## config.mk

```make
export PLATFORM = sky130hd
export DESIGN_NAME = bank_err_entry_seq
export DESIGN_NICKNAME = d
export VERILOG_FILES = /design/src/rtl/bank_err_pkg.sv /design/src/rtl/bes_ctrl.sv /design/src/rtl/bes_ctx.sv /design/src/rtl/bes_mem_mux.sv /design/src/rtl/bank_err_entry_seq.sv
export SDC_FILE = /design/constraint.sdc
export NUM_CORES = 1
export LEC_CHECK = 0
export BUFFER_PORTS_ARGS = -buffer_cell sky130_fd_sc_hd__buf_4
export CORE_ASPECT_RATIO = 0.6
export CORE_MARGIN = 8
export CORE_UTILIZATION = 43
export DETAILED_ROUTE_END_ITERATION = 8
export MAX_ROUTING_LAYER = met4
export PLACE_DENSITY = 0.77
export SLEW_MARGIN = 20
export SYNTH_ARGS = -nofsm -noshare
export SYNTH_HDL_FRONTEND = slang
export SYNTH_HIERARCHICAL = 1
export SYNTH_SLANG_ARGS = --single-unit
export TNS_END_PERCENT = 5
```

## constraint.sdc

```tcl
create_clock -name clk -period 2.5 [get_ports clk]
set_input_delay 0.375 -clock clk [delete_from_list [all_inputs] [get_ports clk]]
set_output_delay 0.375 -clock clk [all_outputs]
set_load 0.05 [all_outputs]
```

## src/rtl/bank_err_pkg.sv

```systemverilog
package bank_err_pkg;

    typedef enum logic [2:0] {
        ST_IDLE,
        ST_VEC_RD,
        ST_SR_PUSH,
        ST_PC_PUSH,
        ST_JUMP
    } bes_state_e;

    typedef enum logic {
        KIND_UNF = 1'b0,
        KIND_OVF = 1'b1
    } bes_kind_e;

    // Replace a MW-bit field starting at LSB with val; all other bits kept.
    function automatic logic [31:0] put_mask(
        input logic [31:0] word,
        input logic [31:0] val,
        input int unsigned lsb,
        input int unsigned mw
    );
        logic [31:0] fmask;
        fmask = ((32'd1 << mw) - 32'd1) << lsb;
        return (word & ~fmask) | ((val << lsb) & fmask);
    endfunction

endpackage

```

## src/rtl/bes_ctrl.sv

```systemverilog
module bes_ctrl
    import bank_err_pkg::*;
(
    input  logic       clk,
    input  logic       rst_n,
    input  logic       ovf_req,
    input  logic       unf_req,
    input  logic       mem_ack,
    output bes_state_e state,
    output logic       start,
    output bes_kind_e  start_kind,
    output logic       cap_vec,
    output logic       busy
);

    bes_state_e state_q;
    bes_state_e state_d;

    // state register
    always_ff @(posedge clk) begin
        if (!rst_n) state_q <= ST_IDLE;
        else        state_q <= state_d;
    end

    // transitions
    always_comb begin
        state_d = state_q;
        unique case (state_q)
            ST_IDLE:    if (ovf_req || unf_req) state_d = ST_VEC_RD;
            ST_VEC_RD:  if (mem_ack)            state_d = ST_SR_PUSH;
            ST_SR_PUSH: if (mem_ack)            state_d = ST_PC_PUSH;
            ST_PC_PUSH: if (mem_ack)            state_d = ST_JUMP;
            ST_JUMP:                            state_d = ST_IDLE;
            default:                            state_d = ST_IDLE;
        endcase
    end

    // outputs
    always_comb begin
        start      = 1'b0;
        start_kind = ovf_req ? KIND_OVF : KIND_UNF;
        cap_vec    = 1'b0;
        busy       = 1'b1;
        unique case (state_q)
            ST_IDLE: begin
                busy  = 1'b0;
                start = ovf_req || unf_req;
            end
            ST_VEC_RD:  cap_vec = mem_ack;
            ST_SR_PUSH: ;
            ST_PC_PUSH: ;
            ST_JUMP:    ;
            default:    busy = 1'b0;
        endcase
    end

    assign state = state_q;

endmodule

```

## src/rtl/bes_ctx.sv

```systemverilog
module bes_ctx
    import bank_err_pkg::*;
#(
    parameter int AW  = 32,
    parameter int DW  = 32,
    parameter int LVW = 4
) (
    input  logic           clk,
    input  logic           rst_n,
    input  logic           start,
    input  bes_kind_e      start_kind,
    input  logic           cap_vec,
    input  logic [LVW-1:0] irq_level,
    input  logic [AW-1:0]  next_pc,
    input  logic [AW-1:0]  fault_pc,
    input  logic [AW-1:0]  sp_cur,
    input  logic [DW-1:0]  sr_cur,
    input  logic [DW-1:0]  mem_rdata,
    output bes_kind_e      kind,
    output logic [LVW-1:0] level,
    output logic [AW-1:0]  saved_pc,
    output logic [AW-1:0]  saved_sp,
    output logic [DW-1:0]  saved_sr,
    output logic [AW-1:0]  handler
);

    always_ff @(posedge clk) begin
        if (!rst_n) begin
            kind     <= KIND_UNF;
            level    <= '0;
            saved_pc <= '0;
            saved_sp <= '0;
            saved_sr <= '0;
        end else if (start) begin
            kind     <= start_kind;
            level    <= irq_level;
            saved_pc <= (start_kind == KIND_OVF) ? next_pc : fault_pc;
            saved_sp <= sp_cur;
            saved_sr <= sr_cur;
        end
    end

    always_ff @(posedge clk) begin
        if (!rst_n)       handler <= '0;
        else if (cap_vec) handler <= mem_rdata[AW-1:0];
    end

endmodule

```

## src/rtl/bes_mem_mux.sv

```systemverilog
module bes_mem_mux
    import bank_err_pkg::*;
#(
    parameter int          AW         = 32,
    parameter int          DW         = 32,
    parameter int          WORD_BYTES = 4,
    parameter logic [31:0] OVF_OFS    = 32'h2C,
    parameter logic [31:0] UNF_OFS    = 32'h30
) (
    input  bes_state_e    state,
    input  bes_kind_e     kind,
    input  logic [AW-1:0] vec_base,
    input  logic [AW-1:0] saved_sp,
    input  logic [DW-1:0] saved_sr,
    input  logic [AW-1:0] saved_pc,
    output logic          mem_req,
    output logic          mem_we,
    output logic [AW-1:0] mem_addr,
    output logic [DW-1:0] mem_wdata
);

    localparam logic [AW-1:0] STEP1 = AW'(WORD_BYTES);
    localparam logic [AW-1:0] STEP2 = AW'(2 * WORD_BYTES);

    logic [AW-1:0] vec_addr;
    assign vec_addr = vec_base + ((kind == KIND_OVF) ? AW'(OVF_OFS) : AW'(UNF_OFS));

    always_comb begin
        mem_req   = 1'b0;
        mem_we    = 1'b0;
        mem_addr  = '0;
        mem_wdata = '0;
        unique case (state)
            ST_VEC_RD: begin
                mem_req  = 1'b1;
                mem_addr = vec_addr;
            end
            ST_SR_PUSH: begin
                mem_req   = 1'b1;
                mem_we    = 1'b1;
                mem_addr  = saved_sp - STEP1;
                mem_wdata = saved_sr;
            end
            ST_PC_PUSH: begin
                mem_req   = 1'b1;
                mem_we    = 1'b1;
                mem_addr  = saved_sp - STEP2;
                mem_wdata = DW'(saved_pc);
            end
            ST_IDLE, ST_JUMP: ;
            default: ;
        endcase
    end

endmodule

```

## src/rtl/bank_err_entry_seq.sv

```systemverilog
module bank_err_entry_seq
    import bank_err_pkg::*;
#(
    parameter int          AW         = 32,
    parameter int          DW         = 32,
    parameter int          LVW        = 4,
    parameter int          MASK_LSB   = 4,
    parameter int          WORD_BYTES = 4,
    parameter logic [31:0] OVF_OFS    = 32'h2C,
    parameter logic [31:0] UNF_OFS    = 32'h30
) (
    input  logic           clk,
    input  logic           rst_n,
    input  logic           ovf_req,
    input  logic           unf_req,
    input  logic [LVW-1:0] irq_level,
    input  logic [AW-1:0]  next_pc,
    input  logic [AW-1:0]  fault_pc,
    input  logic [AW-1:0]  vec_base,
    input  logic [AW-1:0]  sp_cur,
    input  logic [DW-1:0]  sr_cur,
    output logic           mem_req,
    output logic           mem_we,
    output logic [AW-1:0]  mem_addr,
    output logic [DW-1:0]  mem_wdata,
    input  logic [DW-1:0]  mem_rdata,
    input  logic           mem_ack,
    output logic           sp_load,
    output logic [AW-1:0]  sp_next,
    output logic           sr_load,
    output logic [DW-1:0]  sr_next,
    output logic           pc_load,
    output logic [AW-1:0]  pc_target,
    output logic           busy
);

    localparam logic [AW-1:0] FRAME = AW'(2 * WORD_BYTES);

    bes_state_e     state;
    logic           start;
    bes_kind_e      start_kind;
    logic           cap_vec;
    bes_kind_e      kind;
    logic [LVW-1:0] level;
    logic [AW-1:0]  saved_pc;
    logic [AW-1:0]  saved_sp;
    logic [DW-1:0]  saved_sr;
    logic [AW-1:0]  handler;

    bes_ctrl u_ctrl (
        .clk        (clk),
        .rst_n      (rst_n),
        .ovf_req    (ovf_req),
        .unf_req    (unf_req),
        .mem_ack    (mem_ack),
        .state      (state),
        .start      (start),
        .start_kind (start_kind),
        .cap_vec    (cap_vec),
        .busy       (busy)
    );

    bes_ctx #(.AW(AW), .DW(DW), .LVW(LVW)) u_ctx (
        .clk        (clk),
        .rst_n      (rst_n),
        .start      (start),
        .start_kind (start_kind),
        .cap_vec    (cap_vec),
        .irq_level  (irq_level),
        .next_pc    (next_pc),
        .fault_pc   (fault_pc),
        .sp_cur     (sp_cur),
        .sr_cur     (sr_cur),
        .mem_rdata  (mem_rdata),
        .kind       (kind),
        .level      (level),
        .saved_pc   (saved_pc),
        .saved_sp   (saved_sp),
        .saved_sr   (saved_sr),
        .handler    (handler)
    );

    bes_mem_mux #(
        .AW(AW), .DW(DW), .WORD_BYTES(WORD_BYTES),
        .OVF_OFS(OVF_OFS), .UNF_OFS(UNF_OFS)
    ) u_mux (
        .state      (state),
        .kind       (kind),
        .vec_base   (vec_base),
        .saved_sp   (saved_sp),
        .saved_sr   (saved_sr),
        .saved_pc   (saved_pc),
        .mem_req    (mem_req),
        .mem_we     (mem_we),
        .mem_addr   (mem_addr),
        .mem_wdata  (mem_wdata)
    );

    // Redirect stage: all loads share the JUMP cycle.
    logic in_jump;
    assign in_jump   = (state == ST_JUMP);
    assign pc_load   = in_jump;
    assign pc_target = handler;
    assign sp_load   = in_jump;
    assign sp_next   = saved_sp - FRAME;
    assign sr_load   = in_jump && (kind == KIND_OVF);
    assign sr_next   = DW'(put_mask(32'(saved_sr), 32'(level), MASK_LSB, LVW));

endmodule

```

[Yosys cells after proc, flatten, opt, wreduce, memory -nomap -nowiden]
Index checks and enable logic that the tools add are counted.
Word-level totals
  RAM bits: 0
  memories kept: 0
  ROM bits: 0
  bits of input ports: 201
  output and inout port bits: 166
  bits in registers: 136
  latch bits: 0
Cells by class
  add/sub/neg operators: 3
  bitwise gates (word level): 1
  multiplexer cells: 15
  reduce and logical (&&, ||, !) cells: 7
  magnitude comparators: 0
  shift operators: 0
  div/mod/pow operators: 0
  multipliers: 0
  eq/ne operators: 8
Operators by type and width (count)
  32-bit one-hot mux with 3 select lines: 1
  32-bit one-hot mux with 2 select lines: 1
  32-bit adder: 1
  32-bit 2-to-1 mux: 1
  32-bit by 8-bit OR with 32-bit output: 1
  32-bit by 3-bit subtractor with 32-bit output (second input constant): 1
  32-bit by 4-bit subtractor with 32-bit output (second input constant): 1
  3-bit 2-to-1 mux: 4
  3-bit one-hot mux with 4 select lines: 1
  3-bit by 2-bit == test with 1-bit output (second input constant): 2
  1-bit 2-to-1 mux: 6
  2-bit != test (second input constant): 3
  5-bit 2-to-1 mux: 1
  4-bit AND reduction: 1
  4-bit OR reduction: 1
  3-bit by 1-bit == test with 1-bit output (second input constant): 1
  3-bit == test (second input constant): 1
  3-bit zero test: 1
  3-bit OR reduction: 1
  2-bit by 1-bit != test with 1-bit output (second input constant): 1
  2-bit OR reduction: 1
  1-bit logical AND: 1
  1-bit logical OR: 1

[Logic depth before layout (Yosys ltp)]
Gate-level depths: netlist of run 1.
  word-level depth: 3
  mapped depth: 8

[Modules after synthesis]
Netlist of run 1, hierarchy kept.
By module, submodules not included
  bes_ctx: instances 1, area each 5166.2 um2, cells an instance 468
  bes_mem_mux: instances 1, area each 2117.0 um2, cells an instance 311
  bank_err_entry_seq: instances 1, area each 690.7 um2, cells an instance 86
  bes_ctrl: instances 1, area each 163.9 um2, cells an instance 20

[Worst setup path after synthesis of run 1]
Ideal clock, no wire load.
  path type: reg2out
  from: reg u_ctx.kind
  to: out mem_addr[28]
  arrival: 2.757 ns
  stages on the path, launching flop included: 9
  data required time: 2.125 ns
  buffers on the path: 0
  slack: -0.632 ns
  cells stage by stage: dfxtp_1 > ha_1 > inv_1 > fa_1 > nand2b_1 > a2111oi_4 > nand4b_1 > xor2_1 > o22ai_1
On the way
  word-level cells in the longest chain between the ends: 3
Ends and longest elaborated chain
  from (decl): RTL line bes_ctx.sv:19  | output bes_kind_e kind,
  from (signal assigned): RTL line bes_ctx.sv:35  | kind <= start_kind;
  5-bit 2-to-1 mux: RTL line bes_mem_mux.sv:26  | assign vec_addr = vec_base + ((kind == KIND_OVF) ? AW'(OVF_OFS) : AW'(UNF_OFS));
  32-bit adder: RTL line bes_mem_mux.sv:26
  32-bit one-hot mux with 3 select lines: RTL line bes_mem_mux.sv:33  | unique case (state)
  to (decl): RTL line bank_err_entry_seq.sv:24  | output logic [AW-1:0] mem_addr,
No other way between the ends.

[Worst setup path after layout of run 1]
Ends and elaborated chain as after synthesis.

==> run summary, run 1 <==
Largest family of logic cells by synthesized area: simple AND/OR/NAND/NOR gates
Leak: 5.59 nW
Synth top area cells: dfxtp_1 33%, mux2i_1 20%, nor2b_1 7.8%
Synth Instances: 885
Worst slew pin tran: 0.591 ns
Worst Setup Path Type: reg -> out
Die Wd: 194 um
Synth Register Bits: 136
Worst path slowest cell: a2111oi_4
Required time of the worst setup path: 2.12 ns
Avg WL per Cell: 19.9 um
Power Total: 8.51 mW
Vias: 8,070
Vias per cell: 5.23
Final slew viol count: 0
HPWL Detailed: 24,300 um
GP Congestion: 0.958
Clock Latency Late Sink: 0.42 ns
Worst VDD drop: 0.000450 V
Mapped cell area: 8140 sq um
Synth area leader: dfxtp_1
CP max stage delay: 0.40 ns
All-Layer GR Usage: 25.4%
Yosys top cell area share: 33.5%
Die Area: 23,700 sq um
Cell family with most CP delay: compound AO/OA/AOI/OAI gates
IO buf count: 366
Total clock sinks: 136
Largest net degree at the start of global routing: 100
Setup crit end kind: output port
Die Height: 123 um
Hold Path Class: in -> reg
Drt drc: 0
Final ANT Viol Nets: 0
Mean post-synth cell area: 9.20 sq um
First-pass GRT wire length: 46,100 um
Aggregate global routing overflow: 0
Layout Skew: 0.0141 ns
Most used DFF post-synth: dfxtp_1
Pwr per Cell Area: 682 nW/um^2
Area of the multi-input gates: 5350 sq um
Crit-path cells: ha_4, inv_2, fa_2, nand2b_4, a2111oi_4, buf_4, nand4b_1, xor2_1, o22ai_2, buf_6
Fillers: 1,534
Clock Pin Slew Worst Setup and Hold Paths: 0.06 ns
TNS Setup: -9.87 ns
Max H-tree Level: 4
Flip-flop and latch area: 2740 sq um
TritonCTS buffer count: 17
Max_cap viols: 0
Final core occ: 66.4%
Failing checks: setup timing
Max Fclk: 0.320 GHz
RSZ-0062 raised after global routing: true
Fin crit share: 125%
Startpoint types: register
Slew HR: 60.6%
Synth cell types: 57
Outcome: finished with violations
Final setup viols: 35
Post-synthesis sequential area ratio: 33.5%
Final Net Count: 1,492
Share of cells above drive strength 1: 42.7%
Placement Cell Area: 11,600 sq um
Final Hold Viols: 0
Adder-cell share of the synthesized area: 1.32%
Number of flops mapped to enable cells by yosys: 0
Synthesized-area fraction occupied by and/or/nand/nor cells: 22.8%
TritonCTS clock tree: done
Fraction of the mapped netlist area in compound gates: 8.63%
Via count of the first global-routing pass: 7,993
Final setup margin: -0.623 ns
Initial antenna violation count: 1
Syn_nets: 1,094
Core area: 18,800 sq um
Starting density of the core: 43.3%
Root Buffer: clkbuf_16
Synth cell count leaders: 165 x mux2i_1, 136 x dfxtp_1, 102 x nor2b_1
Async S/R FF share, synth: 0%
Initial drt markers: 510
Synth Area in XOR/XNOR: 8.83%
Row Count: 39
Post-route minimum period: 3.12 ns
Design area: 12,500 sq um
Final wirelength: 30,700 um
Max FO, Critical Path: 5
Worst Path Buf+Inv: 3
Initial DRT Pass Iterations: 5
Area Growth Syn to Fin: 53.3%
Synthesis Warnings: 6
Clk buf depth: 2
Count leader, synth: mux2i_1
I/O pin count: 367
Mux share of post-synthesis cell area: 20.3%
Worst Path Arrival: 2.75 ns
==> worst register-to-register path, delay by kind of cell, from the launching register on <==
family / cells / cell delay [ns]
AND/OR/NAND/NOR: 2 / 0.52
buffers and inverters: 2 / 0.70
multiplexers: 1 / 0.32
flip-flops: 1 / 0.37
==> per-layer routing <==
metal  track usage (%)  vias to the layer above  share of wire, %
met2              38.6                      364                44
met4              5.79                        0               1.4
met3              8.68                       29                10
li1                  -                     3906                 -
met1              32.5                     3771                44
met5                 -                        -                 0
==> cell families after synthesis <==
kind of cell	Yosys count
muxes	165
buffers and inverters	72
DFF	136
xor gates and xnor gates	82
AOI/OAI and AO/OA	117
adders and majority gates	8
and+or+nand+nor	305
==> final cells by class <==
cell class              instances  area share, %
clock buffers                  17           3.41
diodes                          1         0.0201
clock inverters                15           1.34
flip-flops and latches        136           21.9
inverters                      13          0.411
multi-input cells             677           42.9
well taps                     246           2.47
repair buffers                438           27.5
==> flip-flops by register name (all words and copies together), names as in the netlist <==
name	count
u_ctx/saved_sp	32
u_ctrl/state	3
u_ctx/saved_sr	32
u_ctx/handler	32
u_ctx/saved_pc	32
u_ctx/level	4
u_ctx/kind	1
==> cell usage in the layout, fill, tap and decap left out, types with 17 or more instances in the layout <==
cell type  Yosys  final
o22ai_1       25     17
o21ai_0       40     35
clkbuf_16      0     17
mux2i_1      165    165
nand2_1       22     19
buf_6          3     20
buf_4         16    412
a21oi_1       37     37
xnor2_1       30     27
dfxtp_1      136    126
nor2_1        62     58
nand4_1       18     18
xor2_1        52     49
nor2b_1      102    102
==> where the power goes <==
part | switching [mW] | internal [mW] | leakage, nW
combinational | 2.12 | 1.35 | 4.18
sequential | 0.161 | 2.37 | 1.12
clock | 1.02 | 1.49 | 0.284
total | 3.30 | 5.20 | 5.59
==> path summary, 6_finish.rpt <==
path / start / to / slack [ns] / depth (start not counted)
min: mem_rdata[24] / u_ctx/handler[24] / 0.21 / 3
max: u_ctx/kind / mem_addr[28] / -0.62 / 10
max reg2reg: u_ctrl/state[0] / u_ctx/saved_sr[26] / 0.48 / 5
min reg2reg: u_ctx/handler[31] / u_ctx/handler[31] / 0.52 / 2
==> timing repair <==
action / in CTS / in global routing
resized for setup: 59 / 19
endpoints found under the setup margin: 49 / 52
pin swaps: 14 / 7
buffers inserted: 1 / 0
hold buffers: 0 / 0
==> per-stage QoR <==
step / worst slack, ns / hold WS, ns / std cells
after global routing: -0.663 / 0.202 / 1543
after CTS: -0.605 / 0.202 / 1542
after floorplan: -0.327 / 0.482 / 885
after detailed placement: -0.367 / 0.508 / 1509
final: -0.623 / 0.214 / 1543
after global placement: -0.373 / 0.500 / 1509
(Power assumes the default switching activity.)
==> inputs of run 2 (changes only) <==
- ABC_AREA: unset -> 1
- CORE_UTILIZATION: 43 -> 45
- PLACE_DENSITY: 0.77 -> 0.78
- RECOVER_POWER: unset -> 50
==> run summary, run 2 <==
Final Hold Viols: 0 (unchanged)
Startpoint types: register
Dpl cells: 2,165 (+43%)
Async S/R FF share, synth: 0% (unchanged)
Final setup viols: 25 (-29%)
Final setup margin: -0.255 ns (+0.368 ns)
Post-route minimum period: 2.76 ns (-0.368 ns)
Core area: 20,000 sq um (+6.6%)
TritonCTS buffer count: 17 (unchanged)
Die Wd: 201 um (+3.7%)
Setup crit end kind: output port
Yosys top cell area share: 29.6% (-3.9 points)
Leak: 6.55 nW (+17%)
Root Buffer: clkbuf_16
I/O pin count: 367 (unchanged)
Final core occ: 65.8% (-0.56 points)
Commonest non-fill, non-tap cell in the layout: nor2_1
Max H-tree Level: 4 (unchanged)
Slew HR: 13.1% (-48 points)
Pwr per Cell Area: 925 nW/um^2 (+36%)
Max FO, Critical Path: 4 (-1)
Most used DFF post-synth: dfxtp_1
Initial antenna violation count: 0 (-1)
Final wirelength: 41,400 um (+35%)
Outcome: finished with violations
Die Area: 25,500 sq um (+7.3%)
Flip-flop and latch area: 2740 sq um (+0.14%)
IO buf count: 366 (unchanged)
Count leader, synth: nor2_1
Required time of the worst setup path: 2.12 ns (about the same)
Synth Instances: 1,538 (+74%)
Worst Path Arrival: 2.38 ns (-0.37 ns)
Final cell count without fillers: 2,203 (+43%)
Mean post-synth cell area: 5.99 sq um (-35%)
HPWL Detailed: 32,600 um (+34%)
Fin crit share: 110% (-15 points)
Via count of the first global-routing pass: 11,000 (+37%)
Final ANT Viol Nets: 0 (unchanged)
RSZ-0062 raised after global routing: true
Starting density of the core: 46.0% (+2.7 points)
Synthesis Warnings: 6 (unchanged)
Synth cell count leaders: 401 x nor2_1, 329 x nand2_1, 152 x nand3_1
Max Fclk: 0.363 GHz (+13%)
Row Count: 40 (+2.6%)
Worst VDD drop: 0.000525 V (+17%)
Synth top area cells: dfxtp_1 30%, nor2_1 16%, nand2_1 13%
Number of flops mapped to enable cells by yosys: 0 (unchanged)
Worst slew pin tran: 1.30 ns (+0.711 ns)
First-pass GRT wire length: 62,300 um (+35%)
Layout Skew: 0.0142 ns (+0.0000942 ns)
Max_cap viols: 0 (unchanged)
Worst Setup Path Type: reg -> out
Synth Register Bits: 136 (unchanged)
Initial DRT Pass Iterations: 6 (+1)
Synth cell types: 41 (-28%)
Hold Buf Count CTS: 0 (unchanged)
Most frequent cells in the layout: 379 x nor2_1, 321 x buf_4, 314 x nand2_1
Final Net Count: 2,126 (+42%)
GP Congestion: 1.03 (+7.4%)
Syn_nets: 1,747 (+60%)
All-Layer GR Usage: 31.5% (+6.0 points)
Vias per cell: 5.33 (+2.0%)
Clock Latency Late Sink: 0.43 ns (about the same)
Total clock sinks: 136 (unchanged)
Drt drc: 0 (unchanged)
Area of the multi-input gates: 5850 sq um (+9.4%)
Clk buf depth: 2 (unchanged)
Vias: 11,800 (+46%)
Synth area leader: dfxtp_1
Final slew viol count: 0 (unchanged)
Area Growth Syn to Fin: 43.1%
Initial drt markers: 1,333 (+160%)
Hold Path Class: in -> reg
Failing checks: setup timing
Aggregate global routing overflow: 0 (unchanged)
Fillers: 1,897 (+24%)
Mapped cell area: 9210 sq um (+13%)
Avg WL per Cell: 18.8 um (-5.6%)
Share of cells above drive strength 1: 26.4% (-16 points)
TritonCTS clock tree: done
Inserted Diodes: 0 (-1)
Largest net degree at the start of global routing: 132 (+32%)
Die Height: 127 um (+3.5%)
Post-synthesis sequential area ratio: 29.6% (-3.9 points)
Clock Pin Slew Worst Setup and Hold Paths: 0.07 ns (about the same)
R2R setup slack: 0.11 ns (-0.37 ns)
Power Total: 12.2 mW (+43%)
[run 2: critical path, cell delays in order (launching register included)]
cell      delay, ns
dfxtp_4        0.37
ha_4           0.14
inv_2          0.04
fa_2           0.39
inv_2          0.07
nand2_4        0.07
nand2_8        0.10
nand2_4        0.07
nor2_4         0.14
nand2_2        0.10
o211ai_1       0.17
nand3_1        0.12
buf_6          0.17
[run 2: layout make-up]
cell class,count,area share [%]
Clock buffer,17,3.23
Sequential cell,136,20.8
Timing Repair Buffer,423,23.2
Clock inverter,15,1.62
Inverter,147,4.21
Tap cell,273,2.59
Multi-Input combinational cell,1192,44.4
[run 2: metal layers]
metal | track usage, % | routed length (um) | up-vias
li1 | - | - | 5690
met1 | 40.3 | 17700 | 5307
met2 | 45.7 | 17300 | 701
met3 | 12.3 | 5530 | 54
met4 | 8.23 | 825 | 0
met5 | - | 0 | -
[run 2: final timing paths]
check,startpoint,to,cells past startpoint
worst min-delay path,mem_rdata[15],u_ctx/handler[15],3
worst min register to register,u_ctx/handler[15],u_ctx/handler[15],2
worst max register to register,u_ctrl/state[0],u_ctx/saved_pc[28],8
worst max-delay path,u_ctx/kind,mem_addr[16],12
[run 2: metrics by stage]
stage	setup WS (ns)	hold WS (ns)	area, sq um	TNS [ns]
6_report	-0.255	0.165	13200	-3.75
5_1_grt	-0.356	0.161	13200	-6.94
4_1_cts	-0.244	0.156	13200	-3.62
3_3_place_gp	-0.150	0.479	12300	-1.16
3_5_place_dp	-0.197	0.488	12300	-1.55
2_1_floorplan	-0.271	0.464	9210	-0.743
[run 2: kinds of logic (layout without fill, tap and decap cells)]
family / Yosys count / count (layout) / synth area share, %
XOR/XNOR: 20 / 20 / 1.90
AND/OR/NAND/NOR: 949 / 949 / 43.6
flip-flops: 136 / 136 / 29.6
adder cells (fa/ha/maj): 8 / 8 / 1.17
buffers and inverters: 210 / 602 / 10.3
AO/OA/AOI/OAI: 215 / 215 / 13.4
[run 2: where the power goes]
| part | internal [mW] | switching [mW] | total [mW] |
|---|---|---|---|
| sequential | 2.59 | 0.467 | 3.06 |
| combinational | 1.84 | 4.55 | 6.39 |
| clock | 1.69 | 1.06 | 2.75 |
[run 2: timing repair]
item                                    in CTS  in global routing
buffers inserted                             3                  3
gates resized for setup                     80                 63
pin swaps                                    9                 16
endpoints found under the setup margin      65                 71
==> inputs of run 3 (changes only) <==
- CORE_ASPECT_RATIO: 0.6 -> unset
==> run summary, run 3 (synthesis results as in run 2) <==
Max_cap viols: 0 (unchanged)
Final Net Count: 2,114 (-0.56%)
Row Count: 52 (+30%)
RR Endpoint: u_ctx/saved_pc[28]
I/O pin count: 367 (unchanged)
Total clock sinks: 136 (unchanged)
Leak: 6.42 nW (-1.9%)
Final core occ: 63.7% (-2.1 points)
Final slew viol count: 0 (unchanged)
Clock Pin Slew Worst Setup and Hold Paths: 0.07 ns (about the same)
Die Height: 159 um (+25%)
Final setup margin: -0.224 ns (+0.0308 ns)
Design area: 12,900 sq um (-2.5%)
Root Buffer: clkbuf_16
Commonest non-fill, non-tap cell in the layout: nor2_1
Via count of the first global-routing pass: 11,100 (+0.80%)
TNS Setup: -2.67 ns (+1.08 ns)
Clk buf depth: 2 (unchanged)
Hold wc startpoint: sp_cur[26]
Initial drt markers: 857 (-36%)
Core area: 20,200 sq um (+0.75%)
Pwr per Cell Area: 910 nW/um^2 (-1.7%)
Aggregate global routing overflow: 0 (unchanged)
Worst Path Arrival: 2.35 ns (-0.03 ns)
Vias per cell: 5.27 (-1.3%)
Worst VDD drop: 0.000441 V (-16%)
Worst R2R Start: u_ctrl/state[1]
RSZ-0062 raised after global routing: true
Initial DRT Pass Iterations: 6 (unchanged)
Placement Cell Area: 12,200 sq um (-0.58%)
TritonCTS clock tree: done
Die Wd: 159 um (-21%)
Slew HR: 16.9% (+3.9 points)
Area Growth Syn to Fin: 39.6%
Final Hold Viols: 0 (unchanged)
Worst Hold Path EP: u_ctx/saved_sp[26]
Max H-tree Level: 4 (unchanged)
Fin crit share: 109% (-1.2 points)
Final ANT Viol Nets: 0 (unchanged)
Clock Latency Late Sink: 0.43 ns (about the same)
Layout Skew: 0.0178 ns (+0.00361 ns)
IO buf count: 366 (unchanged)
Most frequent cells in the layout: 391 x nor2_1, 319 x nand2_1, 317 x buf_4
Worst slew pin tran: 1.24 ns (-0.0580 ns)
Vias: 11,500 (-1.9%)
Max Fclk: 0.367 GHz (+1.1%)
First-pass GRT wire length: 59,200 um (-5.0%)
HPWL Detailed: 29,600 um (-9.2%)
Post-route minimum period: 2.72 ns (-0.0308 ns)
Drt drc: 0 (unchanged)
Initial antenna violation count: 0 (unchanged)
WHS Path Cells: 3 (unchanged)
Die Area: 25,300 sq um (-0.59%)
Largest net degree at the start of global routing: 98 (-26%)
R2R setup slack: 0.06 ns (-0.05 ns)
Starting density of the core: 45.7% (-0.34 points)
Failing checks: setup timing
Avg WL per Cell: 17.4 um (-7.3%)
Final wirelength: 38,100 um (-7.9%)
All-Layer GR Usage: 29.4% (-2.1 points)
Worst Setup Path Type: reg -> out
Share of cells above drive strength 1: 24.0% (-2.4 points)
GP Congestion: 0.985 (-4.2%)
Hold Buf Count CTS: 0 (unchanged)
Outcome: finished with violations
Startpoint types: register
Inserted Diodes: 0 (unchanged)
TritonCTS buffer count: 17 (unchanged)
Path depth of the worst reg2reg path: 8 (unchanged)
Required time of the worst setup path: 2.12 ns (about the same)
Hold Path Class: in -> reg
Max FO, Critical Path: 7 (+3)
Final setup viols: 26 (+4.0%)
Setup crit end kind: output port
run 3: power breakdown:
part | leakage [nW] | internal, mW | switching (mW)
combinational | 5.00 | 1.76 | 4.37
sequential | 1.13 | 2.58 | 0.418
clock | 0.297 | 1.45 | 1.12
run 3: cell type report:
class                           instances  area, sq um
Sequential cell                       136         2730
Tap cell                              270          338
Fill cell                            2045         7310
Clock buffer                           18          439
Inverter                              147          554
Multi-Input combinational cell       1192         5730
Clock inverter                         14          154
Timing Repair Buffer                  411         2920
run 3: timing repair:
action	CTS	global route
endpoints found under the setup margin	58	36
buffers inserted	1	2
gates resized for setup	60	21
pin swaps	10	12
run 3: worst max-delay path by stage:
stage	startpoint	end	slack, ns	cells after the start
after global routing	u_ctx/kind	mem_addr[28]	-0.33	13
final	u_ctx/kind	mem_addr[28]	-0.22	13
after detailed placement	vec_base[2]	mem_addr[16]	-0.06	13
after floorplan	u_ctrl/state[2]	sr_load	-0.27	2
after global placement	vec_base[2]	mem_addr[16]	-0.009	13
after CTS	u_ctx/kind	mem_addr[16]	-0.25	12
run 3: layer usage:
metal | global-route usage, % | vias up | part of all wire, %
li1 | - | 5660 | -
met1 | 32.8 | 5243 | 39
met2 | 49.8 | 535 | 50
met3 | 6.67 | 88 | 7.4
met4 | 13.0 | 0 | 4.0
met5 | - | - | 0
run 3: through the flow:
stage | worst slack, ns | hold WS, ns | std cells | total power, mW
5_1_grt | -0.327 | 0.150 | 2188 | 12.3
2_1_floorplan | -0.271 | 0.464 | 1538 | 7.16
3_3_place_gp | -0.00941 | 0.479 | 2153 | 9.06
3_5_place_dp | -0.0636 | 0.484 | 2153 | 9.13
4_1_cts | -0.253 | 0.152 | 2186 | 11.8
6_report | -0.224 | 0.166 | 2188 | 11.7
run 3: critical path, cell delays in order, from the launching register on:
cell,delay (ns)
dfxtp_4,0.37
ha_4,0.13
inv_2,0.04
fa_2,0.39
inv_2,0.07
nand2_2,0.06
nand2_4,0.09
nand2_4,0.07
nor2_4,0.16
buf_4,0.14
nand3_1,0.09
nand3_2,0.09
nand3_2,0.09
buf_6,0.16
